**src/rtl/int_exec_pkg.sv**
```systemverilog
// Package: operation codes and shared widths for the integer execution unit.
// Assumes a single decode stage produces these codes; values are fixed.
package int_exec_pkg;

    typedef enum logic [4:0] {
        OP_ADD  = 5'd0,
        OP_ADC  = 5'd1,
        OP_SUB  = 5'd2,
        OP_SBC  = 5'd3,
        OP_CMP  = 5'd4,
        OP_TST  = 5'd5,
        OP_AND  = 5'd6,
        OP_OR   = 5'd7,
        OP_XOR  = 5'd8,
        OP_NOT  = 5'd9,
        OP_SRA  = 5'd10,
        OP_SRL  = 5'd11,
        OP_SLL  = 5'd12,
        OP_SXB  = 5'd13,
        OP_SXH  = 5'd14,
        OP_ZXB  = 5'd15,
        OP_ZXH  = 5'd16,
        OP_LZC  = 5'd17,
        OP_LOC  = 5'd18
    } exec_op_e;

    typedef enum logic [1:0] {
        SH_ARITH_R = 2'd0,
        SH_LOGIC_R = 2'd1,
        SH_LEFT    = 2'd2
    } shift_mode_e;

endpackage

```
**src/rtl/exec_addsub.sv**
```systemverilog
// Module: adder/subtractor with carry (add) or borrow (subtract) out and
// signed overflow. Assumes the caller forces cin to 0 when no chaining.
module exec_addsub #(
    parameter int DATA_W = 32
) (
    input  logic [DATA_W-1:0] a,
    input  logic [DATA_W-1:0] b,
    input  logic              cin,
    input  logic              sub,
    output logic [DATA_W-1:0] sum,
    output logic              cout,
    output logic              ovf
);
    localparam int MSB = DATA_W - 1;

    logic [DATA_W:0] wide;

    // Purpose: one extended add or subtract, the top bit gives carry or borrow.
    always_comb begin
        if (sub) begin
            wide = {1'b0, a} - {1'b0, b} - {{DATA_W{1'b0}}, cin};
        end else begin
            wide = {1'b0, a} + {1'b0, b} + {{DATA_W{1'b0}}, cin};
        end
        sum  = wide[DATA_W-1:0];
        cout = wide[DATA_W];
        if (sub) begin
            ovf = (a[MSB] ^ b[MSB]) & (a[MSB] ^ sum[MSB]);
        end else begin
            ovf = ~(a[MSB] ^ b[MSB]) & (a[MSB] ^ sum[MSB]);
        end
    end

endmodule

```
**src/rtl/exec_shifter.sv**
```systemverilog
// Module: barrel shifter with three modes; carry is the last bit pushed out.
// Assumes amt below DATA_W; carry output is meaningless for amt of zero.
module exec_shifter #(
    parameter int DATA_W = 32,
    parameter int SH_W   = $clog2(DATA_W)
) (
    input  logic [DATA_W-1:0]         a,
    input  logic [SH_W-1:0]           amt,
    input  int_exec_pkg::shift_mode_e mode,
    output logic [DATA_W-1:0]         out,
    output logic                      cout
);
    import int_exec_pkg::*;

    // Purpose: select the shifted value and the bit that left last.
    always_comb begin
        out  = a;
        cout = 1'b0;
        case (mode)
            SH_ARITH_R: out = DATA_W'($signed(a) >>> amt);
            SH_LOGIC_R: out = a >> amt;
            default:    out = a << amt;
        endcase
        if (amt != '0) begin
            if (mode == SH_LEFT) begin
                cout = a[DATA_W - int'(amt)];
            end else begin
                cout = a[int'(amt) - 1];
            end
        end
    end

endmodule

```
**src/rtl/exec_lead_count.sv**
```systemverilog
// Module: counts leading bits equal to a chosen polarity from the MSB down.
// Returns DATA_W when every bit matches the polarity.
module exec_lead_count #(
    parameter int DATA_W = 32,
    parameter int CNT_W  = $clog2(DATA_W + 1)
) (
    input  logic [DATA_W-1:0] a,
    input  logic              find_ones,
    output logic [CNT_W-1:0]  count
);
    logic done;

    // Purpose: scan from the top and stop at the first bit of other polarity.
    always_comb begin
        count = CNT_W'(DATA_W);
        done  = 1'b0;
        for (int i = DATA_W - 1; i >= 0; i--) begin
            if (!done && (a[i] != find_ones)) begin
                count = CNT_W'(DATA_W - 1 - i);
                done  = 1'b1;
            end
        end
    end

endmodule

```
**src/rtl/int_exec_unit.sv**
```systemverilog
// Module: combinational integer execution unit. Decodes the operation, picks
// the source operand, routes the sub-unit outputs and issues write and per-flag
// update enables. Assumes the flag register applies only enabled flags.
module int_exec_unit #(
    parameter int DATA_W = 32,
    parameter int IMM_W  = 16,
    parameter int SH_W   = $clog2(DATA_W),
    parameter int CNT_W  = $clog2(DATA_W + 1)
) (
    input  logic [4:0]        op,
    input  logic [DATA_W-1:0] dst_val,
    input  logic [DATA_W-1:0] src_reg,
    input  logic [IMM_W-1:0]  imm_val,
    input  logic              use_imm,
    input  logic [SH_W-1:0]   sh_amt,
    input  logic              carry_in,
    output logic [DATA_W-1:0] result,
    output logic              wr_en,
    output logic              wr_r0,
    output logic              upd_c,
    output logic              upd_z,
    output logic              upd_s,
    output logic              upd_v,
    output logic              flag_c,
    output logic              flag_z,
    output logic              flag_s,
    output logic              flag_v
);
    import int_exec_pkg::*;

    localparam int MSB = DATA_W - 1;
    localparam logic [DATA_W-1:0] FULL_CNT = DATA_W;

    exec_op_e          op_e;
    logic [DATA_W-1:0] src_op;
    logic              as_sub;
    logic              as_cin;
    logic [DATA_W-1:0] as_sum;
    logic              as_cout;
    logic              as_ovf;
    shift_mode_e       sh_mode;
    logic [DATA_W-1:0] sh_out;
    logic              sh_cout;
    logic              lc_ones;
    logic [CNT_W-1:0]  lc_cnt;

    // Purpose: choose register or sign-extended immediate as source operand.
    always_comb begin
        op_e   = exec_op_e'(op);
        src_op = use_imm ? {{(DATA_W-IMM_W){imm_val[IMM_W-1]}}, imm_val} : src_reg;
    end

    // Purpose: steer sub-unit controls from the operation code.
    always_comb begin
        as_sub  = (op_e == OP_SUB) || (op_e == OP_SBC) || (op_e == OP_CMP);
        as_cin  = ((op_e == OP_ADC) || (op_e == OP_SBC)) ? carry_in : 1'b0;
        lc_ones = (op_e == OP_LOC);
        case (op_e)
            OP_SRA:  sh_mode = SH_ARITH_R;
            OP_SRL:  sh_mode = SH_LOGIC_R;
            default: sh_mode = SH_LEFT;
        endcase
    end

    exec_addsub #(.DATA_W(DATA_W)) addsub_i (
        .a(dst_val), .b(src_op), .cin(as_cin), .sub(as_sub),
        .sum(as_sum), .cout(as_cout), .ovf(as_ovf)
    );

    exec_shifter #(.DATA_W(DATA_W), .SH_W(SH_W)) shifter_i (
        .a(dst_val), .amt(sh_amt), .mode(sh_mode),
        .out(sh_out), .cout(sh_cout)
    );

    exec_lead_count #(.DATA_W(DATA_W), .CNT_W(CNT_W)) lead_i (
        .a(dst_val), .find_ones(lc_ones), .count(lc_cnt)
    );

    // Purpose: result mux and per-class write and flag-enable pattern.
    always_comb begin
        result = '0;
        wr_en  = 1'b0;
        wr_r0  = 1'b0;
        upd_c  = 1'b0;
        upd_z  = 1'b0;
        upd_s  = 1'b0;
        upd_v  = 1'b0;
        flag_c = 1'b0;
        flag_v = 1'b0;
        case (op_e)
            OP_ADD, OP_ADC, OP_SUB, OP_SBC, OP_CMP: begin
                result = as_sum;
                wr_en  = (op_e != OP_CMP);
                {upd_c, upd_z, upd_s, upd_v} = 4'b1111;
                flag_c = as_cout;
                flag_v = as_ovf;
            end
            OP_TST, OP_AND: begin
                result = dst_val & src_op;
                wr_en  = (op_e == OP_AND);
                {upd_z, upd_s} = 2'b11;
            end
            OP_OR: begin
                result = dst_val | src_op;
                wr_en  = 1'b1;
                {upd_z, upd_s} = 2'b11;
            end
            OP_XOR: begin
                result = dst_val ^ src_op;
                wr_en  = 1'b1;
                {upd_z, upd_s} = 2'b11;
            end
            OP_NOT: begin
                result = ~dst_val;
                wr_en  = 1'b1;
                {upd_z, upd_s} = 2'b11;
            end
            OP_SRA, OP_SRL, OP_SLL: begin
                result = sh_out;
                wr_en  = 1'b1;
                upd_c  = (sh_amt != '0);
                {upd_z, upd_s} = 2'b11;
                flag_c = sh_cout;
            end
            OP_SXB, OP_SXH, OP_ZXB, OP_ZXH: begin
                case (op_e)
                    OP_SXB:  result = {{(DATA_W-8){dst_val[7]}}, dst_val[7:0]};
                    OP_SXH:  result = {{(DATA_W-16){dst_val[15]}}, dst_val[15:0]};
                    OP_ZXB:  result = {{(DATA_W-8){1'b0}}, dst_val[7:0]};
                    default: result = {{(DATA_W-16){1'b0}}, dst_val[15:0]};
                endcase
                wr_en = 1'b1;
                {upd_z, upd_s} = 2'b11;
            end
            OP_LZC, OP_LOC: begin
                result = {{(DATA_W-CNT_W){1'b0}}, lc_cnt};
                wr_en  = 1'b1;
                wr_r0  = 1'b1;
                upd_z  = 1'b1;
            end
            default: ;
        endcase
        flag_z = (result == '0);
        flag_s = result[MSB];
    end

    // Purpose: guard the sub-unit outputs against the operation contract.
    always_comb begin
        if (op_e == OP_ADD) begin
            assert_add_inverse_R1: assert ((result - src_op) == dst_val)
                else $error("add result does not invert");
        end
        if (op_e == OP_CMP) begin
            assert_cmp_nowrite_R3: assert (!wr_en && upd_c && upd_v)
                else $error("compare wrote or skipped flags");
        end
        if (op_e inside {OP_AND, OP_OR, OP_XOR, OP_NOT, OP_TST}) begin
            assert_logic_keeps_cv_R4: assert (!upd_c && !upd_v)
                else $error("logic op touched carry or overflow");
        end
        if ((op_e == OP_SRL) && (sh_amt != '0)) begin
            assert_srl_zero_fill_R6: assert (result[MSB] == 1'b0)
                else $error("logical shift filled a one");
        end
        if (op_e == OP_SRA) begin
            assert_sra_sign_fill_R6: assert (result[MSB] == dst_val[MSB])
                else $error("arithmetic shift lost the sign");
        end
        if (op_e inside {OP_SRA, OP_SRL, OP_SLL}) begin
            assert_shift_no_v_R7: assert (!upd_v)
                else $error("shift touched overflow");
        end
        if (op_e inside {OP_LZC, OP_LOC}) begin
            assert_lead_range_R9: assert ((result <= FULL_CNT) && wr_r0 && !upd_s)
                else $error("leading count out of contract");
        end
    end

endmodule

```
**config.mk**
```make
export PLATFORM = sky130hd
export DESIGN_NAME = int_exec_unit
export DESIGN_NICKNAME = d
export VERILOG_FILES = /design/src/rtl/int_exec_pkg.sv /design/src/rtl/exec_addsub.sv /design/src/rtl/exec_shifter.sv /design/src/rtl/exec_lead_count.sv /design/src/rtl/int_exec_unit.sv
export SDC_FILE = /design/constraint.sdc
export NUM_CORES = 1
export LEC_CHECK = 0
export ABC_AREA = 1
export BUFFER_PORTS_ARGS = -buffer_cell sky130_fd_sc_hd__clkbuf_2
export CAP_MARGIN = 0
export CORE_UTILIZATION = 40
export DETAILED_ROUTE_END_ITERATION = 6
export SLEW_MARGIN = 0
export SYNTH_ARGS = -nofsm -noshare
export SYNTH_HDL_FRONTEND = slang
export SYNTH_SLANG_ARGS = --single-unit
```
**constraint.sdc**
```tcl
create_clock -name vclk -period 8.1
set_input_delay 0.81 -clock vclk [all_inputs]
set_output_delay 0.81 -clock vclk [all_outputs]
set_load 0.05 [all_outputs]
```
==> impl_metrics.tcl, run 1 <==
set metrics [dict create \
    outcome "finished with violations" \
    violations "design-rule violations" \
    grt_max_degree 73 \
    maxSlewViolCount 0 \
    maxCapViolations 0 \
    avgSynthCellArea_um2 5.42 \
    timing.setup.tns_ns 0 \
    fin_cells 2445 \
    syn_area_um2 11000 \
    drt_iter0_markers 1539 \
    rsz0062_at_grt "false" \
    min_period_ns 7.51 \
    leakage_nw 6.24 \
    io_pins 134 \
    cts-hold-fix-buffers 0 \
    port_buffers 134 \
    fin_area_um2 11900 \
    layout-drive-gt1-share_pct 11.0 \
    setup_viol_count_final 0 \
    grt_overflow 0 \
    syn_nets 2259 \
    seq_area_um2 0 \
    via_count 14500 \
    hold_path_class "in2out" \
    ys.warnings.count 0 \
    startpoint_type "input pin" \
    cp-end-kind "primary output" \
    crit_slowest_cell "nor2_2" \
    placedCellCount 2445 \
    netlist_instances 2035 \
    maxSlewHeadroom_pct 19.1 \
    hold_viol 0 \
    nClkBuffers 0 \
    nets 2330 \
    antenna_found_initial 0 \
    fp-row-count 60 \
    diodes 0 \
    detail-route-antenna-nets 0 \
    cp.required_ns 7.29 \
    nFlopsAndLatches 0 \
    die_area_um2 28200 \
    fin_hold_ws_ns 2.11 \
    ys_top_cells_by_area "nand2_1 15%, ha_1 15%, inv_1 11%" \
    path_common_cell "nand2_1" \
    grt_pass1_vias 13100 \
    area_growth_pct 8.35 \
    dp_hpwl_um 42300 \
    cts_setup_buffers 0 \
    max_freq_mhz 133 \
    synth_commonest_cells "438 x nand2_1, 313 x inv_1, 231 x o21ai_0, 207 x nor2_1, 156 x a21oi_1" \
    peakVddDrop_mv 0.0614 \
    avgRoutedWirePerCell_um 21.1 \
    routed_wl_um 51500 \
    synth.most_common_cell "nand2_1" \
    gr-usage-all-layers_pct 35.5 \
    fin_crit_sh_pct 92.7 \
    die_w_um 168 \
    synthDistinctLibCells 61 \
    worstMarginPinSlew_ns 1.21 \
    cp.arrival_ns 6.70 \
    place_area_um2 11900 \
    drt_first_pass_iters 7 \
    slowest_delay_ns 0.54 \
    place_congestion 1.05 \
    yosysSeqAreaShare_pct 0 \
    crit_path_max_fanout 11 \
    criticalPathCategory "in2out" \
    yosys.area.top_type "nand2_1" \
    fp.coreArea_um2 27000 \
    yosys.area.top_type_share_pct 14.9 \
    power_density_nw_per_um2 89.3 \
    start_util_pct 40.8 \
    die_h_um 168 \
    drc 5 \
    drt-vias-per-instance 5.93 \
    grt_pass1_wl_um 77800 \
    post_cts_resized 0 \
]
## metal layers
layer	wire length, µm	global-route usage (%)	up-vias
met5	0	0	-
met4	2640	15.9	0
met3	4120	4.04	98
met2	21800	55.3	679
met1	22900	48.8	6733
li1	-	-	6994
## path summary, 6_finish.rpt
kind	slack, ns	depth (start not counted)	end	start
min	2.11	3	upd_s	op[3]
max	0.59	34	flag_z	op[2]
## layout make-up
type | instances | area (µm²)
fillers | 3136 | 15100
multi-input cells | 1621 | 9440
inverters | 324 | 1220
repair buffers | 159 | 858
well taps | 341 | 427
## report_power, final
part / total (W) / internal [W] / switching, W
registers: 0 / 0 / 0
clock network: 0 / 0 / 0
logic: 0.00107 / 0.000317 / 0.000750
total: 0.00107 / 0.000317 / 0.000750
## metrics by stage
| stage | setup slack [ns] | util (%) | power (W) |
|---|---|---|---|
| 2_1_floorplan | 1.33 | - | 0.000740 |
| 3_3_place_gp | 0.764 | 44.2 | 0.00104 |
| 3_5_place_dp | 0.580 | 44.2 | 0.00104 |
| 4_1_cts | 0.557 | 44.2 | 0.00104 |
| 5_1_grt | 0.0100 | 44.2 | 0.00117 |
| 6_report | 0.589 | 44.2 | 0.00107 |
## critical path, delay by kind of cell
family / cells / cell delay [ns]
simple gates: 18 / 2.79
buf+inv: 6 / 0.82
compound gates: 7 / 1.26
fa+ha+maj: 3 / 1.02
## cells in the final DEF, fill, tap and decap left out, types with 5 or more instances in the layout
| cell type | n |
|---|---|
| o2111ai_1 | 19 |
| buf_4 | 25 |
| a21o_1 | 7 |
| o21a_1 | 16 |
| o22ai_1 | 29 |
| nor3_1 | 23 |
| nor2_2 | 6 |
| nand2_2 | 5 |
| nand4_1 | 25 |
| nor2_4 | 11 |
| nand3_1 | 64 |
| xor2_1 | 38 |
| clkinv_1 | 6 |
| inv_1 | 313 |
| o211ai_1 | 27 |
| a221oi_1 | 25 |
| mux2i_1 | 6 |
| or2_2 | 33 |
| clkbuf_2 | 134 |
| a21oi_1 | 155 |
| a2111oi_0 | 9 |
| ha_1 | 128 |
| o21ai_0 | 231 |
| nand2_1 | 438 |
| o41ai_1 | 5 |
| nor2_1 | 206 |
| a31oi_1 | 14 |
| a211oi_1 | 8 |
| o221ai_1 | 23 |
| inv_2 | 5 |
| o21bai_1 | 5 |
## cell families after synthesis
family                     Yosys count  share of synthesized area [%]
adders and majority gates          132                           15.3
buffers and inverters              414                           14.4
xor gates and xnor gates            43                           3.48
and+or+nand+nor                    836                           33.4
muxes                                6                          0.545
AOI/OAI and AO/OA                  604                           32.9
Note: power is estimated with default switching activity, not from simulation.
==> run 2: changes to the inputs <==
PLACE_DENSITY = 0.61   (was default)
==> run 2 against run 1 <==
- the flow now finishes without violations
- combinational power is essentially flat
- critical path depth is the same
- non-clock buffer count grew 1
- count of clock-buffer cells in the layout is the same
- sequential share of layout area is the same
- routed wire length shrank 1.8%
- die area is the same
- final cell count is essentially flat
- critical path type unchanged
- highest routed layer unchanged
==> impl_metrics.tcl, run 2 (synthesis results as in run 1) <==
set metrics [dict create \
    via_count 14500 \
    crit_slowest_cell "nor2_2" \
    fp-row-count 60 \
    max_freq_mhz 133 \
    layout-drive-gt1-share_pct 11.1 \
    hold_path_class "in2out" \
    cts-hold-fix-buffers 0 \
    start_util_pct 40.8 \
    timing.setup.tns_ns 0 \
    grt_max_degree 73 \
    gr-usage-all-layers_pct 34.7 \
    diodes 0 \
    rsz0062_at_grt "false" \
    die_area_um2 28200 \
    grt_overflow 0 \
    die_h_um 168 \
    mostFrequentLayoutCell "nand2_1" \
    path_common_cell "nand2_1" \
    criticalPathCategory "in2out" \
    crit_path_max_fanout 11 \
    pre_cts_ws_ns 0.626 \
    finalWorstSetupSlack_ns 0.608 \
    startpoint_type "input pin" \
    power_density_nw_per_um2 89.1 \
    leakage_nw 6.25 \
    area_growth_pct 8.42 \
    setup_viol_count_final 0 \
    multi_input_area_um2 9440 \
    cp.required_ns 7.29 \
    cp.arrival_ns 6.68 \
    die_w_um 168 \
    routed_wl_um 50600 \
    port_buffers 134 \
    min_period_ns 7.49 \
    grt_pass1_vias 12900 \
    drt_iter0_markers 1639 \
    grt_pass1_wl_um 76400 \
    maxSlewHeadroom_pct 27.5 \
    outcome "finished clean" \
    place_congestion 1.08 \
    nFlopsAndLatches 0 \
    cp-end-kind "primary output" \
    peakVddDrop_mv 0.0516 \
    antenna_found_initial 0 \
    fp.coreArea_um2 27000 \
    seq_area_um2 0 \
    fillers 3096 \
    fin_crit_sh_pct 92.5 \
    drt_first_pass_iters 6 \
    final_cell_mix "438 x nand2_1, 313 x inv_1, 231 x o21ai_0" \
    detail-route-antenna-nets 0 \
    slowest_delay_ns 0.57 \
    maxSlewViolCount 0 \
    dp_hpwl_um 41500 \
    hold_viol 0 \
    maxCapViolations 0 \
    drt-vias-per-instance 5.92 \
    avgRoutedWirePerCell_um 20.7 \
    io_pins 134 \
    worstMarginPinSlew_ns 1.09 \
    nClkBuffers 0 \
    nets 2331 \
    drc 0 \
]
-- run 2: changes by cell type in the layout (fill, tap and decap cells not counted), sizes merged --
cell / before / now
buf: 25 / 26
-- run 2: final timing paths --
path,end,cells after the start,start
max,flag_z,34,op[2]
min,upd_s,3,op[3]
-- run 2: metrics by stage --
stage / util (%) / instances / cell area, µm² / hold slack (ns) / power, W
floorplan: - / 2035 / 11000 / 1.90 / 0.000740
global placement: 44.2 / 2446 / 11900 / 2.10 / 0.00103
detailed placement: 44.2 / 2446 / 11900 / 2.09 / 0.00104
CTS: 44.2 / 2446 / 11900 / 2.09 / 0.00104
global route: 44.2 / 2446 / 12000 / 2.12 / 0.00116
finish: 44.2 / 2446 / 12000 / 2.10 / 0.00106
-- run 2: worst max-delay path, delay by kind of cell --
family / cells / cell delay (ns)
buffers and inverters: 6 / 0.82
AOI/OAI and AO/OA: 7 / 1.29
and+or+nand+nor: 18 / 2.71
adders and majority gates: 3 / 1.02
-- run 2: layer usage --
| layer | GRT usage (%) | wire length [µm] | share of wire [%] | vias up |
|---|---|---|---|---|
| met5 | 0 | 0 | 0 | - |
| li1 | - | - | - | 7013 |
| met1 | 48.6 | 22300 | 44 | 6605 |
| met4 | 14.7 | 2460 | 4.9 | 0 |
| met2 | 54.4 | 21900 | 43 | 769 |
| met3 | 2.68 | 4030 | 8.0 | 104 |
-- run 2: area by class of cell --
class                           instances  share of cell area, %
Inverter                              324                   10.2
Timing Repair Buffer                  160                   7.24
Multi-Input combinational cell       1621                   79.0
Tap cell                              341                   3.57
-- run 2: what timing repair did --
action,4_1_cts,5_1_grt
resized for setup,0,1
endpoints found under the setup margin,0,1
setup buffers,0,0
-- run 2: power by group --
part	switching (W)	internal [W]	leakage [nW]	total, W
Clock	0	0	0	0
Combinational	0.000748	0.000317	6.25	0.00106
Sequential	0	0	0	0
Total	0.000748	0.000317	6.25	0.00106
